==> config.mk <==
export PLATFORM = sky130hd
export DESIGN_NAME = grouped_da_fir
export DESIGN_NICKNAME = d
export VERILOG_FILES = /design/src/rtl/dafir_pkg.sv /design/src/rtl/dafir_lut.sv /design/src/rtl/dafir_ctrl.sv /design/src/rtl/dafir_datapath.sv /design/src/rtl/grouped_da_fir.sv
export SDC_FILE = /design/constraint.sdc
export NUM_CORES = 1
export LEC_CHECK = 0
export ABC_AREA = 0
export BUFFER_PORTS_ARGS = -buffer_cell sky130_fd_sc_hd__buf_2
export CORE_UTILIZATION = 54
export CTS_CLUSTER_SIZE = 28
export DETAILED_ROUTE_END_ITERATION = 8
export GPL_ROUTABILITY_DRIVEN = 0
export PLACE_DENSITY = 0.72
export SLEW_MARGIN = 0
export SYNTH_ARGS = -nofsm -noshare
export SYNTH_HDL_FRONTEND = slang
export SYNTH_SLANG_ARGS = --single-unit
==> constraint.sdc <==
create_clock -name clk -period 7.6 [get_ports clk]
set_clock_uncertainty 0.15 [all_clocks]
set_input_delay 1.52 -clock clk [delete_from_list [all_inputs] [get_ports clk]]
set_output_delay 1.52 -clock clk [all_outputs]
set_load 0.03 [all_outputs]
==> src/rtl/dafir_pkg.sv <==
package dafir_pkg;

  // Strobes from the sequencer to the arithmetic path
  typedef struct packed {
    logic load;       // sample accepted: shift taps, clear accumulator
    logic step;       // one bit group is folded into the accumulator
    logic applyCorr;  // this step also adds the sign correction
    logic finish;     // accumulator is complete: round and register
  } daStrobes_t;

endpackage

==> src/rtl/dafir_lut.sv <==
// Constant lookup table, built at elaboration from the coefficients.
// GROUP_TBL=1: address = K slices of BCF bits, word = sum_i 2^i * sum_k A_k*bit
// GROUP_TBL=0: address = K sign bits, word = -2 * sum_k A_k*bit
module dafir_lut #(
  parameter int K         = 3,
  parameter int CW        = 16,
  parameter int BCF       = 2,
  parameter int AB        = K * BCF,
  parameter int WW        = 24,
  parameter bit GROUP_TBL = 1'b1,
  parameter logic [K*CW-1:0] COEFS = '0
) (
  input  logic [AB-1:0]        addr,
  output logic signed [WW-1:0] data
);
  localparam int DEPTH = 1 << AB;

  function automatic logic signed [WW-1:0] entryVal(input logic [31:0] idx);
    longint sum;
    longint c;
    sum = 0;
    for (int k = 0; k < K; k++) begin
      c = longint'($signed(COEFS[k*CW +: CW]));
      if (GROUP_TBL) begin
        for (int i = 0; i < BCF; i++) begin
          if (idx[k*BCF + i]) sum = sum + (c <<< i);
        end
      end else if (idx[k]) begin
        sum = sum - 2 * c;
      end
    end
    return WW'(sum);
  endfunction

  logic signed [WW-1:0] romArr [DEPTH];

  for (genvar e = 0; e < DEPTH; e++) begin : g_rom
    localparam logic signed [WW-1:0] ENTRY = entryVal(32'(e));
    assign romArr[e] = ENTRY;
  end

  assign data = romArr[addr];

endmodule

==> src/rtl/dafir_ctrl.sv <==
module dafir_ctrl
  import dafir_pkg::*;
#(
  parameter int GROUPS = 8,
  parameter int GW     = 3
) (
  input  logic          clk,
  input  logic          rstN,
  input  logic          inValid,
  output logic          inReady,
  output daStrobes_t    strobes,
  output logic [GW-1:0] grpIdx,
  output logic          outValid
);
  typedef enum logic [1:0] {S_IDLE, S_RUN, S_DONE} ctrlState_t;

  ctrlState_t state;
  logic       lastGrp;

  assign lastGrp = (grpIdx == GW'(GROUPS - 1));
  assign inReady = (state == S_IDLE);

  always_comb begin
    strobes.load      = (state == S_IDLE) && inValid;
    strobes.step      = (state == S_RUN);
    strobes.applyCorr = (state == S_RUN) && lastGrp;
    strobes.finish    = (state == S_DONE);
  end

  always_ff @(posedge clk or negedge rstN) begin
    if (!rstN) begin
      state    <= S_IDLE;
      grpIdx   <= '0;
      outValid <= 1'b0;
    end else begin
      outValid <= strobes.finish;
      unique case (state)
        S_IDLE: if (strobes.load) begin
          state  <= S_RUN;
          grpIdx <= '0;
        end
        S_RUN: begin
          if (lastGrp) state <= S_DONE;
          else grpIdx <= grpIdx + 1'b1;
        end
        S_DONE:  state <= S_IDLE;
        default: state <= S_IDLE;
      endcase
    end
  end

  // once a sample is taken, the port stops offering ready
  p_busy_after_accept_r2: assert property (@(posedge clk) disable iff (!rstN)
    strobes.load |=> !inReady);

  // the result strobe coincides with ready being offered again
  p_ready_at_result_r2: assert property (@(posedge clk) disable iff (!rstN)
    outValid |-> inReady);

  // the result strobe lasts a single cycle
  p_single_pulse_r3: assert property (@(posedge clk) disable iff (!rstN)
    outValid |=> !outValid);

  // groups advance by one per cycle, lowest first
  p_grp_advance_r3: assert property (@(posedge clk) disable iff (!rstN)
    (strobes.step && !lastGrp) |=> (strobes.step && grpIdx == GW'($past(grpIdx) + 1'b1)));

endmodule

==> src/rtl/dafir_datapath.sv <==
module dafir_datapath
  import dafir_pkg::*;
#(
  parameter int K      = 3,
  parameter int DW     = 16,
  parameter int CW     = 16,
  parameter int BCF    = 2,
  parameter int GROUPS = DW / BCF,
  parameter int GW     = 3,
  parameter logic [K*CW-1:0] COEFS = '0
) (
  input  logic                 clk,
  input  logic                 rstN,
  input  daStrobes_t           strobes,
  input  logic [GW-1:0]        grpIdx,
  input  logic signed [DW-1:0] inData,
  output logic signed [DW-1:0] outData
);
  localparam int KB    = $clog2(K + 1);
  localparam int AB    = K * BCF;
  localparam int WW    = CW + KB + BCF + 1;
  localparam int AW    = CW + DW + KB + 3;
  localparam int GUARD = DW - BCF;
  localparam logic signed [AW-1:0] QMAX = (AW'(1) <<< (DW - 1)) - AW'(1);
  localparam logic signed [AW-1:0] QMIN = ~QMAX;
  localparam logic signed [AW-1:0] HALF = AW'(1) <<< (DW - 2);

  logic [K-1:0][DW-1:0] taps;
  logic [AB-1:0]        mainAddr;
  logic [K-1:0]         signAddr;
  logic signed [WW-1:0] mainWord;
  logic signed [WW-1:0] corrWord;
  logic signed [AW-1:0] wordExt;
  logic signed [AW-1:0] corrExt;
  logic signed [AW-1:0] acc;
  logic signed [AW-1:0] accNext;
  logic signed [AW-1:0] rounded;

  // Address former: the same bit group from every tap, tap 0 lowest
  for (genvar k = 0; k < K; k++) begin : g_addr
    assign mainAddr[k*BCF +: BCF] = taps[k][grpIdx*BCF +: BCF];
    assign signAddr[k]            = taps[k][DW-1];
  end

  dafir_lut #(
    .K(K), .CW(CW), .BCF(BCF), .AB(AB), .WW(WW),
    .GROUP_TBL(1'b1), .COEFS(COEFS)
  ) groupLut_i (
    .addr(mainAddr),
    .data(mainWord)
  );

  dafir_lut #(
    .K(K), .CW(CW), .BCF(1), .AB(K), .WW(WW),
    .GROUP_TBL(1'b0), .COEFS(COEFS)
  ) signLut_i (
    .addr(signAddr),
    .data(corrWord)
  );

  assign wordExt = {{(AW-WW){mainWord[WW-1]}}, mainWord};
  assign corrExt = {{(AW-WW){corrWord[WW-1]}}, corrWord};

  always_comb begin
    accNext = (acc >>> BCF) + (wordExt <<< GUARD);
    if (strobes.applyCorr) accNext = accNext + (corrExt <<< (DW - 1));
  end

  assign rounded = (acc + HALF) >>> (DW - 1);

  always_ff @(posedge clk or negedge rstN) begin
    if (!rstN) begin
      taps    <= '0;
      acc     <= '0;
      outData <= '0;
    end else begin
      if (strobes.load) begin
        for (int k = K - 1; k > 0; k--) taps[k] <= taps[k-1];
        taps[0] <= inData;
        acc     <= '0;
      end else if (strobes.step) begin
        acc <= accNext;
      end
      if (strobes.finish) begin
        if (rounded > QMAX)      outData <= QMAX[DW-1:0];
        else if (rounded < QMIN) outData <= QMIN[DW-1:0];
        else                     outData <= rounded[DW-1:0];
      end
    end
  end

  // the delay line moves only on an accepted sample
  p_hold_taps_r5: assert property (@(posedge clk) disable iff (!rstN)
    !strobes.load |=> $stable(taps));

  // load, accumulate and finish never overlap, so the correction cannot land in a cleared or finished sum
  p_exclusive_r6: assert property (@(posedge clk) disable iff (!rstN)
    $onehot0({strobes.load, strobes.step, strobes.finish}));

endmodule

==> src/rtl/grouped_da_fir.sv <==
module grouped_da_fir
  import dafir_pkg::*;
#(
  parameter int K   = 3,
  parameter int DW  = 16,
  parameter int CW  = 16,
  parameter int BCF = 2,
  parameter logic [K*CW-1:0] COEFS = {16'sd12000, -16'sd15000, 16'sd24576}
) (
  input  logic                 clk,
  input  logic                 rstN,
  input  logic                 inValid,
  input  logic signed [DW-1:0] inData,
  output logic                 inReady,
  output logic                 outValid,
  output logic signed [DW-1:0] outData
);
  localparam int GROUPS = DW / BCF;
  localparam int GW     = (GROUPS > 1) ? $clog2(GROUPS) : 1;

  daStrobes_t    strobes;
  logic [GW-1:0] grpIdx;

  dafir_ctrl #(
    .GROUPS(GROUPS), .GW(GW)
  ) ctrl_i (
    .clk     (clk),
    .rstN    (rstN),
    .inValid (inValid),
    .inReady (inReady),
    .strobes (strobes),
    .grpIdx  (grpIdx),
    .outValid(outValid)
  );

  dafir_datapath #(
    .K(K), .DW(DW), .CW(CW), .BCF(BCF),
    .GROUPS(GROUPS), .GW(GW), .COEFS(COEFS)
  ) dp_i (
    .clk    (clk),
    .rstN   (rstN),
    .strobes(strobes),
    .grpIdx (grpIdx),
    .inData (inData),
    .outData(outData)
  );

endmodule

* Yosys cells after proc, flatten, opt, wreduce, memory -nomap -nowiden
Memories as Yosys holds them, arrays and structs flattened.
Index checks and enable logic that the tools add are counted.
** Cells by class
- Add/sub/neg operators :: 4
- Multipliers :: 0
- Div/mod/pow operators :: 0
- Magnitude comparators :: 4
- Eq/ne operators :: 6
- Shift-type cells :: 3
- Muxes and demuxes :: 15
- Bitwise operators :: 2
- Reductions and logical operators :: 7
** Operator list (count)
- $mux 37 :: 3
- $mux 21 :: 4
- $shiftx 16x5->2 :: 3
- $add 36x36->37 :: 1
- $add 37x16->37 const B :: 1
- $add 35x35->36 :: 1
- $mux 16 :: 2
- $gt 22x16->1 const B :: 1
- $lt 22x16->1 const B :: 1
- $ge 7x7->1 const B :: 1
- $not 6->7 :: 1
- $mux 3 :: 2
- $pmux 3 s2 :: 1
- $ge 4x4->1 const B :: 1
- $mux 2 :: 2
- $ne 2x2->1 const B :: 2
- $not 3->4 :: 1
- $pmux 2 s2 :: 1
- $reduce_bool 2->1 :: 2
- $add 3x1->3 const B :: 1
- $eq 3x3->1 const B :: 1
- $reduce_and 3->1 :: 1
- $eq 2x1->1 const B :: 1
- $eq 2x2->1 const B :: 1
- other kinds (4) :: 5
** Storage, ports and cells
- Register bits :: 107
- Bits in latches :: 0
- RAM bits :: 0
- Memory bits (read-only) :: 1512
- Input port bits :: 19
- Output and inout bits :: 18
- Logic and storage cells :: 51
- Memories :: 2
** Memory list
- (name not given) :: words 64, width 21, rd ports 1, clocked after Yosys merged registers in 0, wr ports 0, RTL line dafir_lut.sv:42 : assign data = romArr[addr];
- (name not given) :: words 8, width 21, rd ports 1, clocked after Yosys merged registers in 0, wr ports 0, RTL line dafir_lut.sv:42

* Logic depth before layout (Yosys ltp)
Gate-level depths: netlist of the first run.
- Word-level depth :: 10
- Gate-level depth with buffers :: 25
- Gate-level depth less buffers :: 24

* By module
Synthesis of the first run repeated with hierarchy kept, for this count alone.
** Unflattened totals
- Cell total of the unflattened synthesis :: 798
- Area total of the unflattened synthesis :: 7677.4 um2
** By module, submodules not included
- dafir_datapath :: instances 1, cells an instance 625, area an instance 6257.3 um2, seq. area each 2177.1 um2
- dafir_lut at dp_i.groupLut_i :: instances 1, cells an instance 117, area an instance 895.9 um2, seq. area each 0.0 um2
- dafir_ctrl :: instances 1, cells an instance 26, area an instance 320.3 um2, seq. area each 150.1 um2
- dafir_lut at dp_i.signLut_i :: instances 1, cells an instance 30, area an instance 203.9 um2, seq. area each 0.0 um2

* Least setup slack after synthesis of the first run
No wires, ideal clock.
- Path kind :: reg-to-reg
- From :: register ctrl_i.grpIdx[0]
- To :: register dp_i.acc[35]
- Setup time :: 0.135 ns
- Data arrival time :: 5.268 ns
- Required time :: 7.315 ns
- Slack :: 2.047 ns
- Cell stages (with the launch flop) :: 23
- Buffers on the path :: 1
- Clock period less this slack :: 5.553 ns
- Cell sequence :: dfrtp_1 > mux4_1 > mux2i_2 > buf_2 > ha_1 > mux4_2 > inv_1 > ha_1 > a21oi_1 > nand2_1 > a221oi_4 > o21ai_0 > a21oi_1 > xnor2_1 > ha_1 > a21o_1 > and2_1 > o21a_1 > o211ai_1 > a31oi_1 > nor3b_1 > mux2i_1 > a21oi_1
** Between the ends
- Longest elaborated chain between the ends :: 10
- Elaborated cells on any way between the ends :: 14
- Those cells by class :: 2 x add/sub; 1 x eq/ne; 3 x shift; 5 x mux; 1 x bitwise; 1 x reduce/logical; 1 x memory
** RTL lines
- start: declaration :: RTL line dafir_ctrl.sv:12 : output logic [GW-1:0] grpIdx,
- start signal: assignment :: RTL line dafir_ctrl.sv:44 : else grpIdx <= grpIdx + 1'b1;
- $shiftx 16x5->2 :: RTL line dafir_datapath.sv:41 : assign mainAddr[k*BCF +: BCF] = taps[k][grpIdx*BCF +: BCF];
- $not 6->7 (implied by the code) :: RTL line dafir_lut.sv:42
- $mem_v2 64x21
- $mux 21 (implied by the code) (2 in a row) :: RTL line dafir_lut.sv:42
- $add 35x35->36 :: RTL line dafir_datapath.sv:65 : accNext = (acc >>> BCF) + (wordExt <<< GUARD);
- $add 36x36->37 :: RTL line dafir_datapath.sv:66 : if (strobes.applyCorr) accNext = accNext + (corrExt <<< (DW - 1));
- $mux 37 * :: RTL line dafir_datapath.sv:66
- $mux 37 * :: RTL line dafir_datapath.sv:81 : end else if (strobes.step) begin
- $mux 37 * :: RTL line dafir_datapath.sv:77 : if (strobes.load) begin
- end signal: assignment :: RTL line dafir_datapath.sv:82 : acc <= accNext;
- end: declaration :: RTL line dafir_datapath.sv:35 : logic signed [AW-1:0] acc;
Every way passes the cells marked *; elsewhere a longest branch is shown, timed or not. The select of a mux whose other input is x is not followed.
A chain may end at the register's enable or synchronous reset.

* Worst setup path after layout of the first run
- From :: register ctrl_i.grpIdx[0]
- To :: register dp_i.acc[34]
Same word-level chain as after synthesis.

==> impl_metrics.py, run 1 <==
metrics = {
    "run_status": {
        "status": "finished clean",
    },
    "floorplan": {
        "core_region_area_sq_um": 12200,
        "floorplan.initialDensity": 0.562,
        "ioPinCount": 37,
        "die_w_um": 115,
        "dieArea_sq_um": 13100,
        "die_y_um": 115,
        "floorplan.rows": 40,
    },
    "cells_and_area": {
        "regArea_sq_um": 2330,
        "area_growth_syn_to_layout_pct": 8.40,
        "antenna_cells": 0,
        "drive_gt1_frac": 0.197,
        "nFillCells": 1028,
        "multi_input_comb_area_sq_um": 4270,
        "final_util": 0.610,
        "finalNetCount": 773,
    },
    "detailed_routing": {
        "drt_iter0_markers": 485,
        "drt-wirelength-per-cell_um": 17.8,
        "dr.pass1.iters": 6,
        "wirelength_um": 15600,
        "drc": 0,
        "viasPerCell": 6.17,
        "via_count": 5396,
        "ant_nets": 0,
    },
    "yosys": {
        "synth_nets": 754,
        "synth_seq_cells": 93,
        "syn_inst": 683,
        "syn-cell-area_sq_um": 6840,
        "synth-seq-area-share": 0.340,
        "synth_cell_types": 69,
        "synth-edff-count": 0,
        "syn_avg_cell_area_sq_um": 10.0,
        "ys_warn_count": 0,
        "async_flop_share": 1.00,
        "synth_flop_cell": "dfrtp_1",
    },
    "grt": {
        "grt_pass1_vias": 5285,
        "grt_usage": 0.255,
        "antenna_found_initial": 0,
        "grt.busiest_layer": "met2",
        "use_met1": 0.308,
        "use_met2": 0.442,
        "gr-total-overflow": 0,
        "grt_pass1_wl_um": 25900,
        "grt_use_met3": 0.0566,
        "grt_max_degree": 68,
    },
    "timing": {
        "timing.final.ws_setup_ns": 0.909,
        "finalSetupViolCount": 0,
        "min_period_over_period": 0.880,
        "timing.setup.tns_ns": 0,
        "tightest_slew_ns": 1.28,
        "drv_slew": 0,
        "finalHoldViolations": 0,
        "slew_headroom": 0.138,
        "max_freq_mhz": 149,
        "rsz0062_at_grt": "no",
        "final.min_clock_period_ns": 6.69,
    },
    "worst_setup_path": {
        "cp_data_arrival_time_ns": 6.78,
        "crit_chain": "mux4_1, mux2i_4, inv_1, ha_1, nor2_1, nor3_1, a31o_2, ha_1, a21oi_2, o21ai_0, a21oi_1, o21bai_1, a21oi_1, xnor2_1, ha_1, nor4_1, nand2_1, a2bb2oi_1, and4b_1, a211oi_2, o21ai_1, xor2_1, a221o_1",
        "crit_path_max_incr_delay_ns": 0.79,
        "worst-path-buf-inv": 1,
        "worstSetupEndpointType": "flop",
        "crit_type": "flop to flop",
        "cp_top_family": "compound AO/OA/AOI/OAI gates",
        "worst_path_most_repeated_cell": "ha_1",
        "crit_slowest_cell": "dfrtp_1",
        "required_ns": 7.69,
        "worstPathMaxFanout": 17,
        "startpoint_type": "flop",
    },
    "clock_tree": {
        "hold_buffers": 0,
        "numClockSinks": 93,
        "post_cts_resized": 0,
        "clock_latency_ns": 0.35,
        "ctsHtreeMaxLevel": 3,
        "clockBufferDepth": 2,
        "cts_tree": "done",
        "numCtsBuffers": 9,
        "clk_pin_slew_ns": 0.07,
        "cts_setup_buffers": 0,
        "root_buffer": "clkbuf_16",
    },
    "placed_design": {
        "dp_hpwl_um": 11700,
        "port_buffers": 36,
        "place_ws_ns": 1.00,
    },
    "min_path": {
        "holdCritPathClass": "flop to flop",
    },
    "run": {
        "drv_cap": 0,
    },
}
final timing paths:
| kind | end | start | depth (start not counted) | slack [ns] |
|---|---|---|---|---|
| worst max-delay path | dp_i.acc[34] | ctrl_i.grpIdx[0] | 23 | 0.91 |
| worst min-delay path | dp_i.outData[15] | dp_i.outData[15] | 1 | 0.33 |
| worst max register to register | dp_i.acc[34] | ctrl_i.grpIdx[0] | 23 | 0.91 |
| worst min register to register | dp_i.outData[15] | dp_i.outData[15] | 1 | 0.33 |
| max in group asynchronous | dp_i.taps[40] | rstN | 2 | 5.25 |
| min in group asynchronous | dp_i.acc[29] | rstN | 1 | 0.93 |
registers in the layout, summed over array words and instances (netlist names):
register,flops
ctrl_i.grpIdx,3
ctrl_i.outValid,1
ctrl_i.state,2
dp_i.acc,23
dp_i.outData,16
dp_i.signAddr,3
dp_i.taps,45
layer usage:
metal / vias to the layer above / wire [um]
met2: 142 / 7820
met1: 2639 / 6590
met3: 45 / 633
met4: 0 / 578
li1: 2570 / -
met5: - / 0
cell usage in the layout, fill, tap and decap left out, drive strengths merged, types with 3 or more instances in the layout:
cell type   n
dfrtp      93
nand2      71
mux2       51
ha         50
o21ai      45
buf        41
nor2       36
a21oi      33
xnor2      27
inv        26
xor2       22
nand3      20
o311ai     15
mux4       15
mux2i      13
o22ai      11
clkbuf     10
a21o        9
and2        8
o211ai      7
nand2b      7
nand4       7
a22oi       6
a31oi       6
nor2b       6
and3        6
o21a        6
nor3        6
a211oi      6
and4        5
nor3b       4
o31ai       4
a221oi      4
a221o       3
clkinv      3
area by class of cell:
type                    count  share of cell area
multi-input cells         533               0.576
flip-flops and latches     93               0.314
clock buffers              10              0.0322
repair buffers             41              0.0297
well taps                 168              0.0284
inverters                  24              0.0122
clock inverters             6             0.00776
metrics by stage:
| stage | instances | cell area [sq um] | hold WS [ns] |
|---|---|---|---|
| after floorplan | 683 | 6840 | 0.322 |
| after detailed placement | 859 | 7120 | 0.325 |
| after global placement | 859 | 7120 | 0.320 |
| after CTS | 875 | 7410 | 0.340 |
| after global routing | 875 | 7410 | 0.375 |
| final | 875 | 7410 | 0.334 |
synthesized netlist by cell type, drive strengths merged (6+ instances only):
library cell  number  area share
a211oi             6      0.0091
a21o               9      0.0099
a21oi             33       0.025
a22oi              6      0.0066
a31oi              6      0.0055
and2               8      0.0073
and3               6      0.0055
buf               12       0.011
clkbuf            21       0.012
dfrtp             93        0.34
ha                50       0.091
inv               24       0.013
mux2              51       0.084
mux2i             13       0.024
mux4              15       0.053
nand2             71       0.039
nand2b             7      0.0064
nand3             20       0.015
nand4              7      0.0064
nor2              36       0.020
nor2b              6      0.0055
nor3               6      0.0051
o211ai             7      0.0077
o21a               6      0.0066
o21ai             45       0.033
o22ai             11       0.010
o311ai            15       0.019
xnor2             27       0.036
xor2              22       0.028
cells by family (layout without fill, tap and decap cells):
group / after synthesis / count (layout) / synth area share
flops: 93 / 93 / 0.340
xor+xnor: 49 / 49 / 0.0638
buf+inv: 57 / 81 / 0.0357
compound gates: 170 / 170 / 0.174
mux: 79 / 79 / 0.160
fa+ha+maj: 52 / 52 / 0.0973
simple gates: 183 / 183 / 0.128
Power of run 1 is not shown: default switching activity piles up to over one toggle a cycle in this logic, so the estimate is an artifact.
==> run 2: changes to the inputs <==
BUFFER_PORTS_ARGS = -buffer_cell sky130_fd_sc_hd__buf_4   (was -buffer_cell sky130_fd_sc_hd__buf_2)
SLEW_MARGIN = default   (was 0)
==> impl_metrics.py, run 2 (same netlist as run 1, synthesis figures left out) <==
metrics = {
    "timing": {
        "timing.setup.tns_ns": 0,
        "finalHoldViolations": 0,
        "timing.final.ws_setup_ns": 0.932,
        "drv_slew": 0,
        "finalSetupViolCount": 0,
        "final.min_clock_period_ns": 6.67,
        "rsz0062_at_grt": "no",
        "slew_headroom": 0.173,
        "min_period_over_period": 0.877,
        "tightest_slew_ns": 1.22,
        "max_freq_mhz": 150,
    },
    "floorplan": {
        "die_y_um": 115,
        "ioPinCount": 37,
        "die_w_um": 115,
        "floorplan.initialDensity": 0.562,
        "core_region_area_sq_um": 12200,
        "floorplan.rows": 40,
        "dieArea_sq_um": 13100,
    },
    "placed_design": {
        "port_buffers": 36,
        "place_ws_ns": 0.973,
        "dp_hpwl_um": 11700,
    },
    "grt": {
        "grt_pass1_vias": 5387,
        "antenna_found_initial": 0,
        "grt_usage": 0.255,
        "grt_max_degree": 69,
        "grt_pass1_wl_um": 26200,
        "gr-total-overflow": 0,
    },
    "run": {
        "drv_cap": 0,
    },
    "worst_setup_path": {
        "crit_chain": "mux4_1, mux2i_4, inv_1, ha_1, nor2_1, nor3_1, a31o_2, ha_1, a21oi_2, o21ai_0, a21oi_1, o21bai_1, a21oi_1, xnor2_1, ha_1, nor4_1, nand2_1, a2bb2oi_1, and4b_1, a211oi_2, o21ai_1, xor2_1, a221o_1",
        "crit_slowest_cell": "dfrtp_1",
        "cp_data_arrival_time_ns": 6.76,
        "crit_path_max_incr_delay_ns": 0.81,
        "r2r-end": "dp_i.acc[34]",
        "cp_top_family": "compound AO/OA/AOI/OAI gates",
        "rrSetupSlack_ns": 0.93,
        "worst-path-buf-inv": 1,
        "crit_type": "flop to flop",
        "startpoint_type": "flop",
        "worst_r2r_startpoint": "ctrl_i.grpIdx[0]",
        "rr_worst_depth": 23,
        "worstSetupEndpointType": "flop",
        "required_ns": 7.69,
        "worst_path_most_repeated_cell": "ha_1",
        "worstPathMaxFanout": 17,
    },
    "clock_tree": {
        "cts_tree": "done",
        "post_cts_resized": 0,
        "ctsHtreeMaxLevel": 3,
        "clockBufferDepth": 2,
        "clock_latency_ns": 0.35,
        "hold_buffers": 0,
        "cts_setup_buffers": 0,
        "numCtsBuffers": 9,
        "root_buffer": "clkbuf_16",
        "numClockSinks": 93,
        "clk_pin_slew_ns": 0.07,
    },
    "detailed_routing": {
        "drt-wirelength-per-cell_um": 17.9,
        "drc": 0,
        "drt_iter0_markers": 492,
        "viasPerCell": 6.11,
        "wirelength_um": 15700,
        "dr.pass1.iters": 5,
        "via_count": 5350,
        "ant_nets": 0,
    },
    "cells_and_area": {
        "largest_reg_flops": 45,
        "multi_input_comb_area_sq_um": 4270,
        "finalNetCount": 773,
        "final_common_cell": "dfrtp_1",
        "nFillCells": 1009,
        "reg.largest.list": "dp_i.taps (45), dp_i.acc (23), dp_i.outData (16)",
        "antenna_cells": 0,
        "area_growth_syn_to_layout_pct": 10.0,
        "regArea_sq_um": 2330,
        "drive_gt1_frac": 0.197,
        "final_cell_mix": "dfrtp_1, nand2_1, mux2_2",
        "registers.top_by_ff_count": "dp_i.taps",
    },
    "min_path": {
        "holdCritPathClass": "flop to flop",
        "hold_end": "dp_i.outData[15]",
        "min_path_cells": 1,
        "hp-start": "dp_i.outData[15]",
    },
    "run_status": {
        "status": "finished clean",
    },
}
## run 2: cell type report
type | instances | area share
timing repair buffer | 41 | 0.0409
clock buffer | 10 | 0.0318
clock inverter | 6 | 0.0106
inverter | 24 | 0.0120
sequential | 93 | 0.309
tap | 168 | 0.0279
multi-input combinational | 533 | 0.567
## run 2: worst max path at each step
| stage | start | endpoint | slack (ns) | depth (start not counted) |
|---|---|---|---|---|
| 6_report | ctrl_i.grpIdx[0] | dp_i.acc[34] | 0.93 | 23 |
| 5_1_grt | ctrl_i.grpIdx[0] | dp_i.acc[34] | 0.42 | 23 |
| 4_1_cts | ctrl_i.grpIdx[0] | dp_i.acc[34] | 0.95 | 23 |
| 3_5_place_dp | ctrl_i.grpIdx[0] | dp_i.acc[34] | 0.97 | 23 |
| 3_3_place_gp | ctrl_i.grpIdx[0] | dp_i.acc[34] | 1.16 | 23 |
| 2_1_floorplan | ctrl_i.grpIdx[0] | dp_i.acc[35] | 2.05 | 22 |
## run 2: through the flow
step,cells,util,hold slack (ns),cell area [sq um]
2_1_floorplan,683,-,0.322,6840
3_3_place_gp,859,0.592,0.325,7200
3_5_place_dp,859,0.592,0.331,7200
4_1_cts,875,0.619,0.347,7520
5_1_grt,875,0.619,0.376,7520
6_report,875,0.619,0.339,7520
## run 2: layer usage
layer	up-vias	track usage	routed length, um
met5	-	0	0
met4	0	0.128	603
met3	44	0.0424	692
met2	149	0.433	7740
met1	2599	0.315	6660
li1	2558	-	-
Power of run 2 is left out for the same reason.
